File: config.mk
export PLATFORM = sky130hd
export DESIGN_NAME = crc_engine
export DESIGN_NICKNAME = d
export VERILOG_FILES = /design/src/rtl/crc_eng_pkg.sv /design/src/rtl/crc_rx_delay.sv /design/src/rtl/crc_tx_append.sv /design/src/rtl/crc_engine.sv
export SDC_FILE = /design/constraint.sdc
export NUM_CORES = 1
export LEC_CHECK = 0
export BUFFER_PORTS_ARGS = -buffer_cell sky130_fd_sc_hd__buf_2
export CAP_MARGIN = 15
export CORE_MARGIN = 1
export CORE_UTILIZATION = 55
export CTS_CLUSTER_SIZE = 16
export DETAILED_ROUTE_END_ITERATION = 6
export PLACE_DENSITY = 0.77
export SYNTH_ARGS = -nofsm -noshare
export SYNTH_HDL_FRONTEND = slang
export SYNTH_SLANG_ARGS = --single-unit
File: constraint.sdc
create_clock -name clk -period 8.35 [get_ports clk]
set_input_delay 0.835 -clock clk [delete_from_list [all_inputs] [get_ports clk]]
set_output_delay 0.835 -clock clk [all_outputs]
set_load 0.05 [all_outputs]
File: src/rtl/crc_eng_pkg.sv
package crc_eng_pkg;
  localparam int CRC_W = 16;
  localparam logic [CRC_W-1:0] POLY_CCITT = 16'h1021;
  localparam logic [CRC_W-1:0] POLY_CRC16 = 16'h8005;
  localparam logic [CRC_W-1:0] RESID_CCITT_ONES = 16'h1D0F;

  // One LFSR step, data bit fed against the top bit.
  function automatic logic [CRC_W-1:0] crc_bit(input logic [CRC_W-1:0] c,
                                               input logic b,
                                               input logic ccitt);
    logic fb;
    logic [CRC_W-1:0] p;
    fb = c[CRC_W-1] ^ b;
    p  = ccitt ? POLY_CCITT : POLY_CRC16;
    return {c[CRC_W-2:0], 1'b0} ^ (fb ? p : '0);
  endfunction

  function automatic logic [CRC_W-1:0] preset_val(input logic ones);
    return ones ? '1 : '0;
  endfunction
endpackage

File: src/rtl/crc_rx_delay.sv
module crc_rx_delay
  import crc_eng_pkg::*;
#(
  parameter int CHAR_W = 8
) (
  input  logic clk,
  input  logic rst_n,
  input  logic cfg_poly_ccitt,
  input  logic cfg_preset_ones,
  input  logic frame_start,
  input  logic rx_valid,
  input  logic rx_bit,
  input  logic rx_char_end,
  input  logic rx_exclude,
  input  logic rx_frame_end,
  output logic crc_err
);
  localparam int LEN_W = $clog2(CHAR_W + 1);

  logic [CHAR_W-1:0] cap_sh;
  logic [LEN_W-1:0]  cap_len;
  logic [CHAR_W-1:0] pend;      // left-aligned held character
  logic [LEN_W-1:0]  pend_len;
  logic              pend_vld;
  logic              pend_excl;
  logic [CRC_W-1:0]  crc_q;
  logic              err_q;

  logic [CHAR_W-1:0] new_char;
  logic [LEN_W-1:0]  new_len;
  logic              fold_en;
  logic [CRC_W-1:0]  folded;
  logic [CRC_W-1:0]  resid;
  logic              resid_ok;
  logic              boundary;

  assign new_char = {cap_sh[CHAR_W-2:0], rx_bit};
  assign new_len  = cap_len + 1'b1;
  assign fold_en  = pend_vld && !(pend_excl || rx_exclude);
  assign boundary = rx_valid && rx_char_end;

  // Unrolled fold of the held character, first-received bit first.
  always_comb begin
    folded = crc_q;
    for (int i = 0; i < CHAR_W; i++) begin
      if (i < int'(pend_len)) folded = crc_bit(folded, pend[CHAR_W-1-i], cfg_poly_ccitt);
    end
  end

  assign resid    = fold_en ? folded : crc_q;
  assign resid_ok = (resid == '0) ||
                    (cfg_poly_ccitt && cfg_preset_ones && resid == RESID_CCITT_ONES);

  always_ff @(posedge clk) begin
    if (!rst_n) begin
      cap_sh    <= '0;
      cap_len   <= '0;
      pend      <= '0;
      pend_len  <= '0;
      pend_vld  <= 1'b0;
      pend_excl <= 1'b0;
      crc_q     <= '0;
      err_q     <= 1'b0;
    end else if (frame_start) begin
      crc_q     <= preset_val(cfg_preset_ones);
      cap_sh    <= '0;
      cap_len   <= '0;
      pend_vld  <= 1'b0;
      pend_excl <= 1'b0;
      err_q     <= 1'b0;
    end else if (rx_frame_end) begin
      err_q     <= !resid_ok;
      crc_q     <= preset_val(cfg_preset_ones);
      cap_sh    <= '0;
      cap_len   <= '0;
      pend_vld  <= 1'b0;
      pend_excl <= 1'b0;
    end else if (boundary) begin
      crc_q     <= resid;
      pend      <= new_char << (CHAR_W - int'(new_len));
      pend_len  <= new_len;
      pend_vld  <= 1'b1;
      pend_excl <= 1'b0;
      cap_sh    <= '0;
      cap_len   <= '0;
    end else begin
      if (rx_valid) begin
        cap_sh  <= new_char;
        cap_len <= new_len;
      end
      if (pend_vld && rx_exclude) pend_excl <= 1'b1;
    end
  end

  assign crc_err = err_q;

  // preset value loaded by frame_start
  a_r2_preset_load: assert property (@(posedge clk) disable iff (!rst_n)
    frame_start |=> (crc_q == preset_val($past(cfg_preset_ones))));
  // error flag cleared by frame_start
  a_r2_err_clear: assert property (@(posedge clk) disable iff (!rst_n)
    frame_start |=> !crc_err);
  // nothing held over past the end of a frame
  a_r3_frame_flush: assert property (@(posedge clk) disable iff (!rst_n)
    rx_frame_end |=> !pend_vld);
  // a character never grows past CHAR_W bits
  a_r6_char_fits: assert property (@(posedge clk) disable iff (!rst_n)
    (rx_valid && !rx_char_end && !frame_start && !rx_frame_end) |-> (int'(cap_len) < CHAR_W - 1));
endmodule

File: src/rtl/crc_tx_append.sv
module crc_tx_append
  import crc_eng_pkg::*;
(
  input  logic clk,
  input  logic rst_n,
  input  logic cfg_poly_ccitt,
  input  logic cfg_preset_ones,
  input  logic frame_start,
  input  logic tx_in_valid,
  output logic tx_in_ready,
  input  logic tx_in_bit,
  output logic tx_out_valid,
  input  logic tx_out_ready,
  output logic tx_out_bit,
  output logic tx_crc_active
);
  localparam int CNT_W = $clog2(CRC_W);

  logic [CRC_W-1:0] crc_q;
  logic             sending;
  logic             armed;
  logic [CNT_W-1:0] cnt;

  assign tx_in_ready   = !sending && tx_out_ready;
  assign tx_out_valid  = sending || tx_in_valid;
  assign tx_out_bit    = sending ? crc_q[CRC_W-1] : tx_in_bit;
  assign tx_crc_active = sending;

  always_ff @(posedge clk) begin
    if (!rst_n) begin
      crc_q   <= '0;
      sending <= 1'b0;
      armed   <= 1'b0;
      cnt     <= '0;
    end else if (frame_start) begin
      crc_q   <= preset_val(cfg_preset_ones);
      sending <= 1'b0;
      armed   <= 1'b0;
      cnt     <= '0;
    end else if (sending) begin
      if (tx_out_ready) begin
        if (cnt == CNT_W'(CRC_W - 1)) begin
          sending <= 1'b0;
          armed   <= 1'b0;
          cnt     <= '0;
          crc_q   <= preset_val(cfg_preset_ones);
        end else begin
          cnt     <= cnt + 1'b1;
          crc_q   <= {crc_q[CRC_W-2:0], 1'b0};
        end
      end
    end else if (tx_out_ready) begin
      if (tx_in_valid) begin
        crc_q <= crc_bit(crc_q, tx_in_bit, cfg_poly_ccitt);
        armed <= 1'b1;
      end else if (armed) begin
        sending <= 1'b1;
        cnt     <= '0;
      end
    end
  end

  // check output only starts on a starved source
  a_r8_start_on_underrun: assert property (@(posedge clk) disable iff (!rst_n)
    $rose(tx_crc_active) |-> ($past(!tx_in_valid) && $past(tx_out_ready)));
  // line stall holds the check bit
  a_r9_hold_on_stall: assert property (@(posedge clk) disable iff (!rst_n)
    (tx_crc_active && !tx_out_ready && !frame_start) |=> $stable(tx_out_bit));
  // register is back at a preset value after the check
  a_r10_represet: assert property (@(posedge clk) disable iff (!rst_n)
    $fell(tx_crc_active) |-> (crc_q == '0 || crc_q == '1));
endmodule

File: src/rtl/crc_engine.sv
module crc_engine
  import crc_eng_pkg::*;
#(
  parameter int CHAR_W = 8
) (
  input  logic clk,
  input  logic rst_n,
  input  logic cfg_poly_ccitt,
  input  logic cfg_preset_ones,
  input  logic frame_start,
  input  logic rx_valid,
  output logic rx_ready,
  input  logic rx_bit,
  input  logic rx_char_end,
  input  logic rx_exclude,
  input  logic rx_frame_end,
  output logic crc_err,
  input  logic tx_in_valid,
  output logic tx_in_ready,
  input  logic tx_in_bit,
  output logic tx_out_valid,
  input  logic tx_out_ready,
  output logic tx_out_bit,
  output logic tx_crc_active
);
  assign rx_ready = 1'b1;

  crc_rx_delay #(.CHAR_W(CHAR_W)) u_rx (
    .clk             (clk),
    .rst_n           (rst_n),
    .cfg_poly_ccitt  (cfg_poly_ccitt),
    .cfg_preset_ones (cfg_preset_ones),
    .frame_start     (frame_start),
    .rx_valid        (rx_valid),
    .rx_bit          (rx_bit),
    .rx_char_end     (rx_char_end),
    .rx_exclude      (rx_exclude),
    .rx_frame_end    (rx_frame_end),
    .crc_err         (crc_err)
  );

  crc_tx_append u_tx (
    .clk             (clk),
    .rst_n           (rst_n),
    .cfg_poly_ccitt  (cfg_poly_ccitt),
    .cfg_preset_ones (cfg_preset_ones),
    .frame_start     (frame_start),
    .tx_in_valid     (tx_in_valid),
    .tx_in_ready     (tx_in_ready),
    .tx_in_bit       (tx_in_bit),
    .tx_out_valid    (tx_out_valid),
    .tx_out_ready    (tx_out_ready),
    .tx_out_bit      (tx_out_bit),
    .tx_crc_active   (tx_crc_active)
  );

  // quiet outputs right after reset
  a_r11_reset_quiet: assert property (@(posedge clk)
    $rose(rst_n) |-> (!crc_err && !tx_crc_active));
endmodule

==> results.txt, run 1 <==
DIE HEIGHT: 107 um
EDFF count, synth: 0
total congestion overflow: 0
period utilisation layout: 0.728
die area: 0.0114 mm2
crit path DAT: 6350 ps
ANT cells: 0
unrepaired setup endpoints after global routing: no
cell total after placement: 931
antenna violations before repair: 0
Routed Antenna Nets: 0
met1 usage: 0.431
Sum Neg Setup Slack: 0 ps
Rows: 37
Hold Vio Cnt, Final: 0
met3 Usage GRT: 0.0444
io pins: 19
Simple-Gate Fraction of Synth Area: 0.278
Clk Latency, worst-skew pair: 360 ps
post-route insts no fill: 947
Final Max Slew Viols: 0
static leakage: 2.26 nW
TritonCTS Buffers: 9
Worst IR Drop VDD: 0.148 mV
final wirelength: 17700 um
clk slew on worst S/H paths: 70 ps
Root Driver: clkbuf_8
CP Capture Type: flop
total track usage: 0.324
DRC violations left: 0
M2 GR Usage: 0.507
share of layout cells above drive strength 1: 0.113
hold_ws: 482 ps
CP max stage cell: nor2_1
Post-Synth Adder-Cell Area: 0.00416
commonest non-fill, non-tap cell in the layout: nand2_1
post-synthesis cell area: 0.00602 mm2
most frequent cells in the layout: nand2_1, nor2_1, o21ai_0, a21oi_1, dfxtp_1
kind of critical path: flop to flop
critical path's top delay family: simple AND/OR/NAND/NOR gates
Worst EP required: 8620 ps
Cell variety after synth: 90
H-tree Lvls: 3
Rel. slew slack: 0.279
Starting Density: 0.575
PortBufs: 17
outcome: complete, no violations
crit-path max FO: 19
synthesis-to-finish area growth: 4.24%
post_cts resized: 0
vias per cell: 6.50
Synth Instances: 836
Top FF cell, synth: dfxtp_1
Yosys reg bits: 64
vias in the first global route: 5807
PwrDens: 144 mW/mm2
crit-path max cell delay: 870 ps
Mapped Nets: 851
clk sinks: 64
Worst Skew: 9.03 ps
post-synth top area share: 0.213
post-synthesis mux area share: 0.0979
first-pass GRT wire length: 29100 um
mean post-synth cell area: 7.20 um2
post-synthesis compound-gate area fraction: 0.299
DRT Pass-1 Iters: 5
grt peak-use layer: met2
leading area contributor after synthesis: dfxtp_1
deepest clock path buffer count: 2
register area share after synthesis: 0.213
synth top area cells: dfxtp_1, nand2_1, nor2_1
crit-path cells: or2_2 -> nor2_1 -> o21ai_0 -> and3_4 -> o41ai_4 -> nor2_2 -> a2111o_1 -> nor2_4 -> mux2_4 -> mux2i_1 -> nor3_1 -> or4b_4 -> o22ai_2 -> and3b_1 -> nand3_1 -> nor4_1 -> a41o_1 -> a311oi_2
wire length per cell: 18.7 um
max frequency: 164 MHz
Nets: 821
core area: 0.0105 mm2
max cap viols: 0
Post-DP HPWL: 13000 um
worst hold path type: flop to flop
DR iter-0 viols: 668
setup bufs post-CTS: 0
Vias: 6153
Setup-failing EPs final: 0
Yosys Warn Count: 0
min Tclk post-route: 6080 ps
Tightest Pin Transition: 1080 ps
pin count of the biggest net entering global routing: 44
CTS Hold Bufs: 0
largest family of logic cells by synthesized area: compound AO/OA/AOI/OAI gates
Placer Congestion: 0.916
FFs w/ async S/R, synth: 0
Buffers & Inverters on Critical Path: 0
Worst setup SP type: flop
Die X: 107 um
CTS tree: done
XOR/XNOR share of the synthesized area: 0.0611
[metal layers]
metal / wire [um] / vias up
met5: 0 / -
met4: 811 / 0
met3: 1190 / 48
met2: 8050 / 239
met1: 7690 / 2870
li1: - / 2996
[cell type report]
cell class | instances | area [um2]
tap | 136 | 170
inverter | 5 | 18.8
timing repair buffer | 26 | 153
sequential | 64 | 1280
fill | 997 | 4190
multi-input combinational | 700 | 4460
clock buffer | 12 | 165
clock inverter | 4 | 26.3
[registers in the layout (all words and copies together), names as in the netlist]
| register | flops |
|---|---|
| u_rx.crc_q | 16 |
| u_tx.crc_q | 16 |
| u_rx.pend | 8 |
| u_rx.cap_sh | 7 |
| u_rx.cap_len | 4 |
| u_rx.pend_len | 4 |
| u_tx.cnt | 4 |
| u_rx.crc_err | 1 |
| u_rx.pend_excl | 1 |
| u_rx.pend_vld | 1 |
| u_tx.armed | 1 |
| u_tx.tx_crc_active | 1 |
[path summary, 6_finish.rpt]
path                     from              to  slack, ps  cells past startpoint
min            u_rx.pend_excl  u_rx.pend_excl        480                      2
max reg2reg  u_rx.pend_len[2]    u_rx.crc_err       2270                     18
min reg2reg    u_rx.pend_excl  u_rx.pend_excl        480                      2
max          u_rx.pend_len[2]    u_rx.crc_err       2270                     18
[metrics by stage]
step	utilization	worst slack (ps)	instance area (um2)	power (mW)
global placement	0.581	2270	6080	0.646
detailed placement	0.582	2090	6080	0.652
global route	0.600	1930	6280	0.952
finish	0.600	2270	6280	0.907
floorplan	-	3140	6020	0.583
CTS	0.600	2360	6280	0.902
[power by group]
| group | switching (mW) | leakage, nW | internal, mW |
|---|---|---|---|
| logic | 0.198 | 1.64 | 0.120 |
| clock network | 0.119 | 0.0988 | 0.132 |
| registers | 0.0202 | 0.524 | 0.318 |
| total | 0.337 | 2.26 | 0.570 |
[cell usage after synthesis, types with 4 or more instances]
| cell type | instances |
|---|---|
| nand2_1 | 98 |
| nor2_1 | 94 |
| o21ai_0 | 68 |
| a21oi_1 | 64 |
| dfxtp_1 | 64 |
| clkbuf_1 | 57 |
| mux2i_1 | 33 |
| nand3_1 | 26 |
| a31oi_1 | 25 |
| xnor2_1 | 25 |
| nor3_1 | 21 |
| nor2b_1 | 17 |
| xor2_1 | 17 |
| o211ai_1 | 15 |
| a211oi_1 | 11 |
| a22oi_1 | 11 |
| nand3b_1 | 11 |
| mux2_2 | 9 |
| o21a_1 | 9 |
| and2_1 | 8 |
| buf_1 | 8 |
| nand2b_1 | 8 |
| and3_1 | 7 |
| or3_1 | 7 |
| nand4_1 | 6 |
| o21bai_1 | 6 |
| inv_1 | 5 |
| or2_2 | 5 |
| a21boi_0 | 4 |
| a221oi_1 | 4 |
| mux4_2 | 4 |
| o211a_1 | 4 |
[cells by family (layout without fill, tap and decap cells)]
group,Yosys count,count (layout)
AND/OR/NAND/NOR,336,336
AO/OA/AOI/OAI,269,269
buffers and inverters,72,47
flip-flops,64,64
multiplexers,50,50
XOR/XNOR,42,42
adder cells (fa/ha/maj),2,2
other,1,1
[worst register-to-register path, stage by stage, from the launching register on]
cell	delay, ps
dfxtp_1	460
or2_2	520
nor2_1	870
o21ai_0	300
and3_4	270
o41ai_4	470
nor2_2	130
a2111o_1	460
nor2_4	190
mux2_4	350
mux2i_1	390
nor3_1	120
or4b_4	520
o22ai_2	210
and3b_1	200
nand3_1	80
nor4_1	50
a41o_1	220
a311oi_2	200
(Power assumes the default switching activity.)
==> run 2: changes to the inputs <==
==> constraint.sdc (replaced) <==
create_clock -name clk -period 6.38 [get_ports clk]
set_input_delay 0.638 -clock clk [delete_from_list [all_inputs] [get_ports clk]]
set_output_delay 0.638 -clock clk [all_outputs]
set_load 0.05 [all_outputs]
==> run 2 against run 1 <==
Compared with the run above:
- sequential power increased by 31%
- setup slack got worse by 1600 ps
- final cell count increased by 0.53%
- critical path type unchanged
- largest cell class unchanged
==> results.txt, run 2 (synthesis results as in run 1) <==
PwrDens: 202 mW/mm2 (+40%)
crit path DAT: 5930 ps (-420 ps)
antenna violations before repair: 0 (unchanged)
Rows: 37 (unchanged)
total track usage: 0.310 (-0.0141)
final wirelength: 17100 um (-3.5%)
CP Capture Type: flop
Tightest Pin Transition: 937 ps (-140 ps)
max cap viols: 0 (unchanged)
crit-path max FO: 13 (-6)
Worst setup SP type: flop
Clk Latency, worst-skew pair: 350 ps (about the same)
commonest non-fill, non-tap cell in the layout: nand2_1
Root Driver: clkbuf_8
Nets: 826 (+0.61%)
min Tclk post-route: 5710 ps (-373 ps)
core area: 0.0105 mm2 (unchanged)
setup bufs post-CTS: 0 (unchanged)
DR iter-0 viols: 813 (+22%)
Seq. cell area: 0.00128 mm2 (unchanged)
max frequency: 175 MHz (+6.5%)
area of the multi-input gates: 0.00446 mm2 (unchanged)
Worst EP required: 6600 ps (-2020 ps)
vias in the first global route: 5906 (+1.7%)
first-pass GRT wire length: 28500 um (-2.1%)
clk slew on worst S/H paths: 80 ps (about the same)
H-tree Lvls: 3 (unchanged)
Hold Vio Cnt, Final: 0 (unchanged)
Placer Congestion: 0.997 (+8.9%)
Routed Antenna Nets: 0 (unchanged)
DRT Pass-1 Iters: 5 (unchanged)
DRC violations left: 0 (unchanged)
Worst IR Drop VDD: 0.172 mV (+16%)
static leakage: 2.31 nW (+2.2%)
largest registers: u_rx.crc_q: 16 flops, u_tx.crc_q: 16 flops, u_rx.pend: 8 flops
Setup-failing EPs final: 0 (unchanged)
Starting Density: 0.575 (unchanged)
clk sinks: 64 (unchanged)
ANT cells: 0 (unchanged)
period utilisation layout: 0.895 (+0.166)
kind of critical path: flop to flop
Final Max Slew Viols: 0 (unchanged)
crit-path cells: nor4_4 -> mux2_2 -> o32a_2 -> and3_4 -> o41ai_4 -> nor2_2 -> a2111o_1 -> nor2_4 -> mux2_4 -> mux2i_1 -> or3_4 -> and2_4 -> nor2_1 -> o31a_1 -> or3_1 -> nor3_1 -> a41o_1 -> a311oi_2
pin count of the biggest net entering global routing: 41 (-6.8%)
crit-path max cell delay: 550 ps (-320 ps)
Vias: 6345 (+3.1%)
hold_ws: 474 ps (-8.48 ps)
TritonCTS Buffers: 9 (unchanged)
CTS Hold Bufs: 0 (unchanged)
Rel. slew slack: 0.376 (+0.0963)
CP max stage cell: nor4_4
total congestion overflow: 0 (unchanged)
worst hold path type: flop to flop
Worst Skew: 16.7 ps (+7.64 ps)
Post-DP HPWL: 12400 um (-4.6%)
io pins: 19 (unchanged)
CTS tree: done
Die X: 107 um (unchanged)
Fill cells: 944 (-5.3%)
vias per cell: 6.66 (+2.6%)
Sum Neg Setup Slack: 0 ps (unchanged)
die area: 0.0114 mm2 (unchanged)
outcome: complete, no violations
wire length per cell: 18.0 um (-4.0%)
most frequent cells in the layout: nand2_1, nor2_1, o21ai_0, a21oi_1, dfxtp_1
PortBufs: 17 (unchanged)
unrepaired setup endpoints after global routing: no
synthesis-to-finish area growth: 5.84%
deepest clock path buffer count: 2 (unchanged)
share of layout cells above drive strength 1: 0.119 (+0.00543)
DIE HEIGHT: 107 um (unchanged)
post_cts resized: 0 (unchanged)
run 2: cell types whose count changed in the layout (fill, tap and decap cells not counted):
cell	change
buf_4	+4
bufinv_16	+3
clkbuf_8	-2
clkbuf_2	+1
clkinv_2	-2
clkinv_4	+1
run 2: critical path: cells and delay by family (launching register included):
kind	cells	cell delay [ps]
muxes	3	1160
and+or+nand+nor	9	2060
DFF	1	450
AOI/OAI and AO/OA	6	1920
run 2: through the flow:
stage	cell area, um2	total power [mW]	std cells	setup slack [ps]	utilization
after CTS	6370	1.28	951	709	0.609
final	6370	1.29	952	672	0.609
after floorplan	6020	0.763	836	1170	-
after detailed placement	6110	0.849	935	718	0.584
after global placement	6110	0.840	935	931	0.584
after global routing	6370	1.35	952	301	0.609
run 2: report_power, final:
part | leakage [nW] | switching, mW | internal (mW) | total [mW]
combinational | 1.66 | 0.254 | 0.158 | 0.412
sequential | 0.524 | 0.0255 | 0.416 | 0.442
clock | 0.123 | 0.162 | 0.272 | 0.434
run 2: final timing paths:
kind / start / end / slack, ps / cells past startpoint
worst max-delay path: u_rx.pend_len[2] / u_rx.crc_err / 670 / 18
worst min-delay path: u_rx.pend_excl / u_rx.pend_excl / 470 / 2
worst max register to register: u_rx.pend_len[2] / u_rx.crc_err / 670 / 18
worst min register to register: u_rx.pend_excl / u_rx.pend_excl / 470 / 2
run 2: layout make-up:
type,count,area share
Clock buffer,10,0.0216
Multi-Input combinational cell,700,0.700
Inverter,5,0.00295
Sequential cell,64,0.201
Tap cell,136,0.0267
Clock inverter,6,0.0181
Timing Repair Buffer,31,0.0295
run 2: routing by layer:
layer,wire [um],track usage
met1,7150,0.403
met2,7700,0.487
met3,1490,0.0578
met4,781,0.163
met5,0,0
==> run 3: changes to the inputs <==
--- a/config.mk
+++ b/config.mk
@@ -14,4 +14,5 @@
 export PLACE_DENSITY = 0.77
 export SYNTH_ARGS = -nofsm -noshare
 export SYNTH_HDL_FRONTEND = slang
+export SYNTH_HIERARCHICAL = 1
 export SYNTH_SLANG_ARGS = --single-unit
==> run 3 against run 2 <==
Compared with the run above:
- setup slack improved by 350 ps
- register-to-register slack improved by 350 ps
- clock power increased by 13%
- core utilization down 1.9 points
- critical path depth down 2
- maximum frequency is 6.5% higher
- worst hold slack gained 4.6 ps
- design area increased by 5.3%
- combinational power is 5.1% lower
- synthesized cell count up 7.4%
- clock-buffer cell count increased by 1
- total power grew 3.5%
- critical endpoint is now u_rx/crc_err
==> results.txt, run 3 <==
Mapped Nets: 913 (+7.3%)
Final Max Slew Viols: 0 (unchanged)
total track usage: 0.328 (+0.0181)
post-synth top area share: 0.200 (-0.0124)
worst reg2reg path endpoint: u_rx/crc_err
PwrDens: 199 mW/mm2 (-1.7%)
CP max stage cell: dfxtp_1
total congestion overflow: 0 (unchanged)
Synth Instances: 898 (+7.4%)
Placer Congestion: 0.966 (-3.1%)
DR iter-0 viols: 712 (-12%)
Clk Latency, worst-skew pair: 330 ps (-20 ps)
kind of critical path: flop to flop
Setup-failing EPs final: 0 (unchanged)
most frequent cells after synthesis: nand2_1, nor2_1, dfxtp_1
ANT cells: 0 (unchanged)
Yosys reg bits: 64 (unchanged)
Nets: 876 (+6.1%)
crit-path cells: buf_4 -> and2_1 -> nand3_1 -> o32a_1 -> nor3_1 -> a21oi_1 -> o21ai_0 -> a211oi_1 -> xnor2_1 -> a31oi_1 -> nor3_1 -> o221ai_1 -> o31ai_1 -> nand4b_1 -> mux2i_1 -> a41oi_1
Root Driver: clkbuf_16
pin count of the biggest net entering global routing: 39 (-4.9%)
CTS tree: done
die area: 0.0121 mm2 (+6.1%)
min Tclk post-route: 5360 ps (-350 ps)
wire length per cell: 18.9 um (+5.4%)
most frequent cells in the layout: nand2_1, nor2_1, dfxtp_1, a21oi_1, o21ai_0
core area: 0.0114 mm2 (+8.7%)
Yosys Warn Count: 6 (+6)
mean post-synth cell area: 7.12 um2 (-1.1%)
hold path depth: 2 (unchanged)
first-pass GRT wire length: 30900 um (+8.4%)
FFs w/ async S/R, synth: 0 (unchanged)
Critical Path Source: u_rx/pend_len[0]
Worst setup SP type: flop
Rows: 39 (+5.4%)
worst setup path end: u_rx/crc_err
Die X: 110 um (+3.0%)
R2R cell count: 16 (-2)
Worst Skew: 7.31 ps (-9.35 ps)
share of layout cells above drive strength 1: 0.0982 (-0.0207)
commonest non-fill, non-tap cell in the layout: nand2_1
area of the multi-input gates: 0.00472 mm2 (+5.7%)
Rel. slew slack: 0.227 (-0.148)
Hold Vio Cnt, Final: 0 (unchanged)
Final Core Density: 0.590 (-0.0191)
deepest clock path buffer count: 2 (unchanged)
setup bufs post-CTS: 0 (unchanged)
Buffers & Inverters on Critical Path: 1 (+1)
Vias: 6764 (+6.6%)
crit-path max FO: 30 (+17)
largest registers: u_rx/crc_q: 16 flops, u_tx/crc_q: 16 flops, u_rx/pend: 8 flops
Seq. cell area: 0.00128 mm2 (unchanged)
register area share after synthesis: 0.200 (-0.0124)
vias in the first global route: 6086 (+3.0%)
static leakage: 2.44 nW (+5.7%)
Worst IR Drop VDD: 0.185 mV (+7.3%)
Cell variety after synth: 86 (-4.4%)
synth top area cells: dfxtp_1, nand2_1, mux2i_1
synthesis-to-finish area growth: 4.91%
clk sinks: 64 (unchanged)
clk slew on worst S/H paths: 60 ps (-20 ps)
Hold Startpoint: u_tx/crc_q[6]
EDFF count, synth: 0 (unchanged)
WP depth: 16 (-2)
period utilisation layout: 0.840 (-0.0548)
final wirelength: 19100 um (+12%)
DRT Pass-1 Iters: 6 (+1)
Worst EP required: 6570 ps (-30 ps)
DIE HEIGHT: 110 um (+3.0%)
antenna violations before repair: 0 (unchanged)
post-synthesis cell area: 0.00639 mm2 (+6.2%)
vias per cell: 6.70 (+0.58%)
crit-path max cell delay: 770 ps (+220 ps)
leading area contributor after synthesis: dfxtp_1
critical path's top delay family: compound AO/OA/AOI/OAI gates
max frequency: 187 MHz (+6.5%)
PortBufs: 17 (unchanged)
most common cell in the synthesized netlist: nand2_1
Routed Antenna Nets: 0 (unchanged)
outcome: complete, no violations
RR Startpoint: u_rx/pend_len[0]
post_cts resized: 0 (unchanged)
max cap viols: 0 (unchanged)
Tightest Pin Transition: 1150 ps (+215 ps)
TritonCTS Buffers: 9 (unchanged)
Critical Path Most Common Cell: nor3_1
Sum Neg Setup Slack: 0 ps (unchanged)
DRC violations left: 0 (unchanged)
worst hold path type: flop to flop
post-route insts no fill: 1009 (+6.0%)
Fill cells: 1099 (+16%)
Top FF cell, synth: dfxtp_1
unrepaired setup endpoints after global routing: no
CP Capture Type: flop
Starting Density: 0.562 (-0.0131)
cell total after placement: 993 (+6.2%)
crit path DAT: 5550 ps (-380 ps)
io pins: 19 (unchanged)
Post-DP HPWL: 13700 um (+10%)
H-tree Lvls: 3 (unchanged)
CTS Hold Bufs: 0 (unchanged)
slack of the worst reg-to-reg path: 1020 ps (+350 ps)
==> run 3: area by class of cell <==
type / instances / area share
Multi-Input combinational cell: 744 / 0.703
Timing Repair Buffer: 31 / 0.0284
Clock inverter: 5 / 0.00839
Tap cell: 143 / 0.0267
Sequential cell: 64 / 0.191
Clock buffer: 11 / 0.0362
Inverter: 11 / 0.00616
==> run 3: cells by family after synthesis <==
group / synth area share
mux: 0.0888
simple gates: 0.267
compound gates: 0.304
buf+inv: 0.0634
xor+xnor: 0.0718
other cells: 0.000587
fa+ha+maj: 0.00391
flops: 0.200
==> run 3: how the worst min path moves through the flow <==
stage                     endpoint  slack (ps)
finish               u_tx/crc_q[7]         480
global route        u_tx/crc_q[15]         500
CTS                  u_tx/crc_q[7]         480
detailed placement   u_tx/crc_q[2]         460
global placement     u_tx/crc_q[7]         460
floorplan           u_tx/crc_q[15]         440
==> run 3: power breakdown <==
part	switching, mW	internal (mW)
combinational	0.249	0.143
sequential	0.0328	0.418
clock	0.179	0.312
total	0.461	0.872
==> run 3: worst min-delay path: cells and delay by family (launching register included) <==
family / cells / cell delay, ps
and+or+nand+nor: 1 / 50
DFF: 1 / 310
AOI/OAI and AO/OA: 1 / 70
==> run 3: routing by layer <==
metal	up-vias	track usage	share of wire
met5	-	0	0
met4	0	0.169	0.046
met3	73	0.0723	0.092
met2	331	0.507	0.44
met1	3121	0.427	0.42
li1	3239	-	-
==> run 3: through the flow <==
| stage | hold slack [ps] | setup WS, ps | total power, mW | area (um2) |
|---|---|---|---|---|
| after floorplan | 436 | 2030 | 0.749 | 6390 |
| final | 478 | 1020 | 1.33 | 6710 |
| after CTS | 482 | 1160 | 1.33 | 6710 |
| after global placement | 462 | 1240 | 0.833 | 6410 |
| after global routing | 503 | 606 | 1.39 | 6710 |
| after detailed placement | 464 | 1170 | 0.836 | 6410 |
